--- config.mk ---
export PLATFORM = sky130hd
export DESIGN_NAME = ild_grouper
export DESIGN_NICKNAME = d
export VERILOG_FILES = /design/src/rtl/ild_pkg.sv /design/src/rtl/ild_scan.sv /design/src/rtl/ild_pick.sv /design/src/rtl/ild_stage.sv /design/src/rtl/ild_grouper.sv
export SDC_FILE = /design/constraint.sdc
export NUM_CORES = 1
export LEC_CHECK = 0
export BUFFER_PORTS_ARGS = -buffer_cell sky130_fd_sc_hd__buf_2
export CORE_AREA = 5 5 230 232
export DETAILED_ROUTE_END_ITERATION = 6
export DIE_AREA = 0 0 235 237
export PLACE_DENSITY = 0.66
export SKIP_CTS_REPAIR_TIMING = 1
export SLEW_MARGIN = 0
export SYNTH_ARGS = -nofsm -noshare
export SYNTH_HDL_FRONTEND = slang
export SYNTH_SLANG_ARGS = --single-unit
--- constraint.sdc ---
create_clock -name clk -period 3 [get_ports clk]
set_clock_uncertainty 0.05 [all_clocks]
set_input_delay 0.3 -clock clk [delete_from_list [all_inputs] [get_ports clk]]
set_output_delay 0.3 -clock clk [all_outputs]
set_load 0.03 [all_outputs]
--- src/rtl/ild_pkg.sv ---
package ild_pkg;

   localparam int WORD_W  = 32;
   localparam int OPC_LSB = 26;
   localparam int OPC_W   = 6;

   typedef enum logic [1:0] {
      CLS_WORD   = 2'd0,
      CLS_PREFIX = 2'd1,
      CLS_SUFFIX = 2'd2
   } wcls_e;

   // A word's effect on the "next word is a suffix" state, as a map:
   // bit 0 = result when the incoming state is "start", bit 1 = when "suffix".
   function automatic logic [1:0] map_chain(input logic [1:0] first,
                                            input logic [1:0] second);
      return {second[first[1]], second[first[0]]};
   endfunction

endpackage

--- src/rtl/ild_scan.sv ---
module ild_scan
   import ild_pkg::*;
#(
   parameter int         NW        = 4,
   parameter bit         LOOKAHEAD = 1'b1,
   parameter logic [5:0] PFX_OPC   = 6'd1
) (
   input  logic [NW*OPC_W-1:0] opc,
   output logic [2*NW-1:0]     cls
);
   localparam int LV = (NW > 1) ? $clog2(NW) : 1;

   logic [NW-1:0] opc_hit;
   logic [NW-1:0] sfx_in;

   for (genvar i = 0; i < NW; i++) begin : g_hit
      assign opc_hit[i] = (opc[OPC_W*i +: OPC_W] == PFX_OPC);
   end

   if (LOOKAHEAD) begin : g_ks
      // Kogge-Stone style scan over state-transfer maps
      logic [1:0] fmap [0:LV][0:NW-1];
      for (genvar i = 0; i < NW; i++) begin : g_leaf
         assign fmap[0][i] = {1'b0, opc_hit[i]};
      end
      for (genvar l = 0; l < LV; l++) begin : g_lvl
         for (genvar i = 0; i < NW; i++) begin : g_node
            if (i >= (1 << l)) begin : g_join
               assign fmap[l+1][i] = map_chain(fmap[l][i-(1<<l)], fmap[l][i]);
            end else begin : g_pass
               assign fmap[l+1][i] = fmap[l][i];
            end
         end
      end
      assign sfx_in[0] = 1'b0;
      for (genvar i = 1; i < NW; i++) begin : g_state
         assign sfx_in[i] = fmap[LV][i-1][0];
      end
   end else begin : g_ripple
      always_comb begin
         logic st;
         st = 1'b0;
         for (int i = 0; i < NW; i++) begin
            sfx_in[i] = st;
            st        = !st && opc_hit[i];
         end
      end
   end

   for (genvar i = 0; i < NW; i++) begin : g_cls
      assign cls[2*i +: 2] = sfx_in[i]  ? CLS_SUFFIX :
                             opc_hit[i] ? CLS_PREFIX : CLS_WORD;
   end

endmodule

--- src/rtl/ild_pick.sv ---
module ild_pick
   import ild_pkg::*;
#(
   parameter int NW = 4,
   localparam int CW = $clog2(NW + 1)
) (
   input  logic [2*NW-1:0] cls,
   output logic [NW-1:0]   mask,
   output logic [NW-1:0]   is64,
   output logic [CW-1:0]   used
);
   always_comb begin
      logic done;
      done = 1'b0;
      mask = '0;
      is64 = '0;
      used = '0;
      for (int i = 0; i < NW; i++) begin
         if (!done) begin
            if (cls[2*i +: 2] == CLS_PREFIX) begin
               done = 1'b1;
               if (i < NW - 1) begin
                  mask[i] = 1'b1;
                  is64[i] = 1'b1;
                  used    = CW'(i + 2);
               end else begin
                  used    = CW'(i);
               end
            end else begin
               mask[i] = 1'b1;
               used    = CW'(i + 1);
            end
         end
      end
   end
endmodule

--- src/rtl/ild_stage.sv ---
module ild_stage
   import ild_pkg::*;
#(
   parameter int          NW       = 4,
   parameter int          PCW      = 32,
   parameter logic [63:0] RESET_PC = 64'h0,
   localparam int CW = $clog2(NW + 1)
) (
   input  logic                clk,
   input  logic                rst_n,
   input  logic                win_valid,
   input  logic [NW*32-1:0]    win_words,
   input  logic                redirect,
   input  logic [PCW-1:0]      redirect_pc,
   input  logic                grp_ready,
   input  logic [NW-1:0]       nx_mask,
   input  logic [NW-1:0]       nx_is64,
   input  logic [CW-1:0]       nx_used,
   input  logic [2*NW-1:0]     nx_cls,
   output logic [PCW-1:0]      fetch_pc,
   output logic                grp_valid,
   output logic [NW-1:0]       grp_mask,
   output logic [NW-1:0]       grp_is64,
   output logic [NW*64-1:0]    grp_insn,
   output logic [NW*PCW-1:0]   grp_pc,
   output logic [2*NW-1:0]     grp_cls
);
   logic               take;
   logic [NW*64-1:0]   nx_insn;
   logic [NW*PCW-1:0]  nx_pc;

   assign take = win_valid && (!grp_valid || grp_ready) && !redirect;

   for (genvar i = 0; i < NW; i++) begin : g_slot
      logic [31:0] hi;
      if (i < NW - 1) begin : g_hi
         assign hi = nx_is64[i] ? win_words[32*(i+1) +: 32] : 32'h0;
      end else begin : g_last
         assign hi = 32'h0;
      end
      assign nx_insn[64*i +: 64] = nx_mask[i] ? {hi, win_words[32*i +: 32]} : 64'h0;
      assign nx_pc[PCW*i +: PCW] = fetch_pc + PCW'(4 * i);
   end

   always_ff @(posedge clk or negedge rst_n) begin
      if (!rst_n) begin
         fetch_pc  <= RESET_PC[PCW-1:0];
         grp_valid <= 1'b0;
         grp_mask  <= '0;
         grp_is64  <= '0;
         grp_insn  <= '0;
         grp_pc    <= '0;
         grp_cls   <= '0;
      end else if (redirect) begin
         fetch_pc  <= redirect_pc;
         grp_valid <= 1'b0;
      end else if (take) begin
         fetch_pc  <= fetch_pc + PCW'({nx_used, 2'b00});
         grp_valid <= 1'b1;
         grp_mask  <= nx_mask;
         grp_is64  <= nx_is64;
         grp_insn  <= nx_insn;
         grp_pc    <= nx_pc;
         grp_cls   <= nx_cls;
      end else if (grp_ready) begin
         grp_valid <= 1'b0;
      end
   end

   p_hold_r7: assert property (@(posedge clk) disable iff (!rst_n)
      grp_valid && !grp_ready && !redirect |=>
         grp_valid && $stable(fetch_pc) && $stable(grp_insn) && $stable(grp_pc));

   p_flush_r8: assert property (@(posedge clk) disable iff (!rst_n)
      redirect |=> !grp_valid && fetch_pc == $past(redirect_pc));

   p_span_r6: assert property (@(posedge clk) disable iff (!rst_n)
      grp_valid && $past(take) |->
         fetch_pc == grp_pc[PCW-1:0] +
            PCW'(4 * ($countones(grp_mask) + $countones(grp_is64))));

   p_head_r3: assert property (@(posedge clk) disable iff (!rst_n)
      grp_valid |-> grp_mask[0] && (((grp_mask + 1'b1) & grp_mask) == '0));

   p_close_r5: assert property (@(posedge clk) disable iff (!rst_n)
      grp_valid |-> $countones(grp_is64) <= 1 &&
                    ((grp_is64 << 1) & grp_mask) == '0);

   p_idle_r10: assert property (@(posedge clk) disable iff (!rst_n)
      (!grp_valid || grp_ready) && !win_valid && !redirect |=>
         !grp_valid && $stable(fetch_pc));

endmodule

--- src/rtl/ild_grouper.sv ---
module ild_grouper
   import ild_pkg::*;
#(
   parameter int          NW        = 4,
   parameter int          PCW       = 32,
   parameter logic [63:0] RESET_PC  = 64'h0,
   parameter logic [5:0]  PFX_OPC   = 6'd1,
   parameter bit          LOOKAHEAD = 1'b1,
   localparam int CW = $clog2(NW + 1)
) (
   input  logic              clk,
   input  logic              rst_n,
   input  logic              win_valid,
   input  logic [NW*32-1:0]  win_words,
   input  logic              redirect,
   input  logic [PCW-1:0]    redirect_pc,
   input  logic              grp_ready,
   output logic [PCW-1:0]    fetch_pc,
   output logic              grp_valid,
   output logic [NW-1:0]     grp_mask,
   output logic [NW-1:0]     grp_is64,
   output logic [NW*64-1:0]  grp_insn,
   output logic [NW*PCW-1:0] grp_pc,
   output logic [2*NW-1:0]   grp_cls
);
   if (NW < 2) begin : g_chk_nw
      $error("ild_grouper: window needs at least two words");
   end
   if (PCW < 3 || PCW > 64) begin : g_chk_pcw
      $error("ild_grouper: PC width out of range");
   end

   logic [NW*OPC_W-1:0] opc;
   logic [2*NW-1:0]     cls;
   logic [NW-1:0]       mask;
   logic [NW-1:0]       is64;
   logic [CW-1:0]       used;

   for (genvar i = 0; i < NW; i++) begin : g_opc
      assign opc[OPC_W*i +: OPC_W] = win_words[32*i + OPC_LSB +: OPC_W];
   end

   ild_scan #(.NW(NW), .LOOKAHEAD(LOOKAHEAD), .PFX_OPC(PFX_OPC)) u_scan (
      .opc (opc),
      .cls (cls)
   );

   // a suffix only ever follows a prefix, and a prefix is never the
   // word right after another prefix
   for (genvar i = 1; i < NW; i++) begin : g_chk_cls
      p_sfx_after_pfx_r2: assert property (@(posedge clk) disable iff (!rst_n)
         win_valid |-> (cls[2*i +: 2] == CLS_SUFFIX) ==
                       (cls[2*(i-1) +: 2] == CLS_PREFIX));
   end

   ild_pick #(.NW(NW)) u_pick (
      .cls  (cls),
      .mask (mask),
      .is64 (is64),
      .used (used)
   );

   ild_stage #(.NW(NW), .PCW(PCW), .RESET_PC(RESET_PC)) u_stage (
      .clk         (clk),
      .rst_n       (rst_n),
      .win_valid   (win_valid),
      .win_words   (win_words),
      .redirect    (redirect),
      .redirect_pc (redirect_pc),
      .grp_ready   (grp_ready),
      .nx_mask     (mask),
      .nx_is64     (is64),
      .nx_used     (used),
      .nx_cls      (cls),
      .fetch_pc    (fetch_pc),
      .grp_valid   (grp_valid),
      .grp_mask    (grp_mask),
      .grp_is64    (grp_is64),
      .grp_insn    (grp_insn),
      .grp_pc      (grp_pc),
      .grp_cls     (grp_cls)
   );

endmodule

; ---- Word-level counts from Yosys, hierarchy flattened
; Cells that the tools add are included.
[totals]
register_bits = 432
input_bits = 165
out_inout_bits = 433
[classes]
add_sub_neg = 4
n_lt_le_gt_ge = 2
eq_ne = 8
muxes = 42
n_bitwise = 1
reduce_logical = 8
[op_table]
columns = operator, n
row1 = 2-to-1 mux 32 bit, 6
row2 = 2-to-1 mux 64 bit, 2
row3 = adder 32 x 4 -> 32 bit (second input constant), 2
row4 = adder 32 x 3 -> 32 bit (second input constant), 1
row5 = adder 32 x 5 -> 32 bit, 1
row6 = 2-to-1 mux 1 bit, 25
row7 = equality test 6 x 1 -> 1 bit (second input constant), 4
row8 = 2-to-1 mux 3 bit, 5
row9 = 2-to-1 mux 2 bit, 4
row10 = equality test 2 x 1 -> 1 bit (second input constant), 3
row11 = < comparator 1 x 2 -> 1 bit (second input constant), 2
row12 = nonzero test 3 bit, 1
row13 = logical AND 1 bit, 2
row14 = logical NOT 1 bit, 2
row15 = AND reduction 2 bit, 1
row16 = nonzero test 2 bit, 1
row17 = equality test 1 bit (second input constant), 1
row18 = logical OR 1 bit, 1
row19 = NOT 1 bit, 1

; ---- Depth between registers and ports, before layout
[depth]
ltp_word = 12
ltp_mapped = 13

; ---- Modules after synthesis
; From an unflattened synthesis, not the netlist that was laid out.
[hier_totals]
hier_cells = 1800
area_unflattened_um2 = 17360.4
[modules_own_cells]
columns = mod, n_inst, cells_each, area_each_um2, seq_area_each_um2
row1 = ild_stage, 1, 1765, 17096.4, 9834.4
row2 = ild_scan, 1, 17, 136.4, 0.0
row3 = ild_pick, 1, 18, 127.6, 0.0

; ---- Worst setup path before layout
; Ideal clock, no wire load.
[synth_path]
path_type = input-to-reg
start = input port win_words[59]
end = register u_stage.fetch_pc[18]
arrival_ps = 2882
t_required_ps = 2867
path_slack_ps = -15
cell_stages = 13
path_buffers = 1
path_cell_list = or4b_1 nor3_4 a41oi_1 nor2_1 ha_1 inv_1 fa_1 nor2b_1 o2111a_1 clkbuf_1 nand4_1 xor2_1 o21ai_0
[synth_via]
elab_chain_len = 12
[synth_lines]
columns = item, line_no
row1 = from (decl), ild_grouper.sv:14  ; input logic [NW*32-1:0] win_words,
row2 = equality test 6 x 1 -> 1 bit *, ild_scan.sv:17  ; assign opc_hit[i] = (opc[OPC_W*i +: OPC_W] == PFX_OPC);
row3 = 2-to-1 mux 1 bit (not written as such) (4 in a row), ild_pkg.sv:17  ; return {second[first[1]], second[first[0]]};
row4 = 2-to-1 mux 2 bit, ild_scan.sv:51  ; assign cls[2*i +: 2] = sfx_in[i] ? CLS_SUFFIX :
row5 = equality test 2 x 1 -> 1 bit, ild_pick.sv:20  ; if (cls[2*i +: 2] == CLS_PREFIX) begin
row6 = 2-to-1 mux 3 bit, ild_pick.sv:20
row7 = 2-to-1 mux 3 bit *, ild_pick.sv:19  ; if (!done) begin
row8 = adder 32 x 5 -> 32 bit *, ild_stage.sv:58  ; fetch_pc <= fetch_pc + PCW'({nx_used, 2'b00});
row9 = 2-to-1 mux 32 bit *, ild_stage.sv:57  ; end else if (take) begin
row10 = 2-to-1 mux 32 bit *, ild_stage.sv:54  ; end else if (redirect) begin
row11 = to (signal assigned), ild_stage.sv:47  ; fetch_pc <= RESET_PC[PCW-1:0];
row12 = to (signal assigned), ild_stage.sv:55  ; fetch_pc <= redirect_pc;
row13 = to (signal assigned), ild_stage.sv:58
row14 = to (decl), ild_stage.sv:20  ; output logic [PCW-1:0] fetch_pc,
; Mark *: on every way between the ends. The rest lies on a longest branch, timed or not. The select of a mux whose other input is x is not followed.
; A chain may end at the register's enable or synchronous reset.

; ---- Worst setup path after layout
[layout_path]
start = input port win_words[59]
end = register u_stage.fetch_pc[31]
; The elaborated chain is that of the path after synthesis.

==> results.json <==
{
  "io_pins": 598,
  "avgSynthCellArea_um2": 10.7,
  "synthAdderAreaFrac_pct": 0.650,
  "p_comb_share_pct": 23.9,
  "clockBufferDepth": 3,
  "p_switching_mw": 5.08,
  "cts_tree": "built",
  "critPathSlowestCell": "or4b_1",
  "start_util_pct": 32.6,
  "p_total_mw": 15.1,
  "drive_above_1_share_pct": 33.1,
  "start_kind": "primary input",
  "dieArea_um2": 55700,
  "fmaxAchievable_mhz": 360,
  "placement.io_buffers": 563,
  "grt_max_degree": 166,
  "ant_nets": 0,
  "antenna_found_initial": 4,
  "period_share_pct": 92.6,
  "powerDensity_nw_per_um2": 660,
  "path_class": "in -> reg",
  "crit_fanout": 4,
  "rsz0062_at_grt": "false",
  "root_buffer": "clkbuf_16",
  "finalNetCount": 2391,
  "synthMuxAreaShare_pct": 0.197,
  "reg2reg_to": "u_stage.grp_pc[124]",
  "ys.warnings.count": 0,
  "setup_viol": 0,
  "areaGrowthSynthToFinish_pct": 38.4,
  "rrSetupSlack_ns": 0.54,
  "internal-power_mw": 10.0,
  "clk_pin_slew_ns": 0.06,
  "clock_sinks": 387,
  "ys_types": 49,
  "rr_startpoint": "u_stage.fetch_pc[2]",
  "power_leakage_nw": 11.7,
  "min_path_type": "in -> reg",
  "required_ns": 3.38,
  "final.setup.worst_slack_ns": 0.223,
  "diodes": 0,
  "min_from": "redirect_pc[4]",
  "yosys.area_share.simple_pct": 13.5,
  "whs_ns": 0.00960,
  "dp_hpwl_um": 43300,
  "p_sw_share_pct": 33.6,
  "ys_ff_latch": 387,
  "max_stage_delay_ns": 0.60,
  "core_area_um2": 50800,
  "crit_path_end_kind": "register",
  "dr.pass1.iters": 6,
  "slew_violations": 0,
  "drv_cap": 0,
  "first_iter_violations": 1160,
  "grt_overflow": 0,
  "status": "finished clean",
  "die_y_um": 237,
  "worst_pin_slew_ns": 0.894,
  "grt_use_total_pct": 19.8,
  "synth_area_um2": 16500,
  "fin_crit_ns": 2.78,
  "synth_top_family_by_area": "compound AO/OA/AOI/OAI gates",
  "vias_per_cell": 4.98,
  "grt_pass1_wl_um": 87200,
  "place_congestion": 0.943,
  "peakVddDrop_uv": 389,
  "detail_route.wl_per_cell_um": 20.6,
  "hold_viol_final": 0,
  "ys_seq_area_share_pct": 58.5,
  "wl_um": 60200,
  "p_clk_share_pct": 34.7,
  "synth_flop_cell": "dfrtp_1",
  "vias": 14600,
  "synth_cells": 1539,
  "reg2reg_depth": 7,
  "cts_buffers": 43,
  "synth-async-reset-ratio_pct": 100,
  "holdPathStages": 3,
  "preCtsSetupSlack_ns": -0.626,
  "yosys.area_share.xor_xnor_pct": 5.72,
  "crit_arrival_ns": 3.15,
  "num_rows": 83,
  "synth_compound_area_share_pct": 14.5,
  "max_slew_margin_pct": 40.4,
  "hold_end": "u_stage.fetch_pc[4]",
  "pwr-share-seq_pct": 41.4,
  "htreeDepth": 2,
  "clk_latency_ns": 0.56,
  "drc": 0,
  "grt_pass1_vias": 14100,
  "crit_chain": "buf_2, or4b_1, nor3_4, a41oi_2, buf_4, and2_1, ha_1, nand3_1, a221oi_2, buf_4, nand2_1, o31a_1, o31a_1",
  "synth_edf_count": 0,
  "die_x_um": 235
}
critical path: cells and delay by family:
| family | cells | cell delay [ns] |
|---|---|---|
| and+or+nand+nor | 5 | 1.15 |
| AOI/OAI and AO/OA | 4 | 0.89 |
| buffers and inverters | 3 | 0.48 |
| adders and majority gates | 1 | 0.33 |
per-layer routing:
metal	GRT usage, %	wire, um
met5	0	22
met2	31.4	28500
met1	26.2	24400
met3	4.67	4420
met4	8.37	2880
cell families after synthesis:
kind of cell / Yosys count
xor gates and xnor gates: 108
adders and majority gates: 8
buffers and inverters: 206
AOI/OAI and AO/OA: 328
DFF: 387
muxes: 3
other: 1
and+or+nand+nor: 498
final cells by class:
class,instances,area [um2]
clock inverters,14,160
fillers,4695,27900
flip-flops and latches,387,9680
repair buffers,797,5040
inverters,10,37.5
well taps,680,851
multi-input cells,979,5890
clock buffers,62,1230
flip-flops by register name, indices dropped and copies added, names as in the netlist:
| name | cells |
|---|---|
| u_stage.grp_is64 | 3 |
| u_stage.grp_pc | 120 |
| u_stage.grp_cls | 3 |
| u_stage.grp_mask | 4 |
| u_stage.grp_insn | 224 |
| u_stage.fetch_pc | 32 |
| u_stage.grp_valid | 1 |
cells in the mapped netlist, drive strengths merged, types with 5 or more instances:
cell	count	area share, %
dfrtp	387	59
nand2	353	8.0
a22o	192	10
buf	120	4.9
o21ai	118	3.6
clkbuf	76	1.7
xor2	71	3.8
xnor2	37	2.0
nand3	33	1.0
nor2	26	0.59
nand4	21	0.95
nor3	15	0.61
nor4	14	0.70
inv	10	0.23
ha	7	0.53
a21oi	6	0.18
nand3b	6	0.27
a21o	5	0.23
and4	5	0.26
nor2b	5	0.19
layout by cell type (no fill, tap or decap), drive strengths merged, types with 2 or more instances in the layout:
cell,instances
clkbuf,62
nand3,33
o21ai,118
nor2b,5
conb,34
bufinv,3
a21oi,6
nor4b,3
nand4,21
and4,5
mux2,2
ha,7
nand2,353
xnor2,37
nor2,26
and3,4
dfrtp,387
nand3b,6
dlygate4sd3,138
o31a,2
buf,659
nor3,15
a21o,5
clkinv,9
nand2b,4
a22o,192
nor4,14
inv,12
and2,3
xor2,71
metrics by stage:
step	utilization (%)	setup TNS [ns]	cell area, um2	instances
after global routing	45.1	0	22900	2929
after global placement	39.6	-9.33	20100	2715
after detailed placement	39.6	-11.18	20100	2715
after CTS	42.3	-0.0353	21500	2791
final	45.1	0	22900	2929
after floorplan	-	0	16700	1572
power groups by stage:
stage | Clock, mW | Combinational, mW | Sequential [mW]
after global routing | 5.57 | 3.84 | 6.32
after floorplan | 0 | 1.15 | 7.32
after CTS | 5.38 | 3.49 | 6.25
after detailed placement | 0 | 3.48 | 6.33
final | 5.24 | 3.61 | 6.25
after global placement | 0 | 3.44 | 6.31
how the worst max path moves through the flow:
stage	from	to	cells past startpoint
after floorplan	win_words[59]	u_stage.fetch_pc[25]	11
after global placement	win_words[59]	u_stage.fetch_pc[31]	13
after detailed placement	win_words[94]	u_stage.fetch_pc[27]	14
after CTS	win_words[94]	u_stage.fetch_pc[27]	14
after global routing	win_words[59]	u_stage.fetch_pc[7]	14
final	win_words[59]	u_stage.fetch_pc[31]	13
No activity file was read; power rests on OpenSTA's default activity.
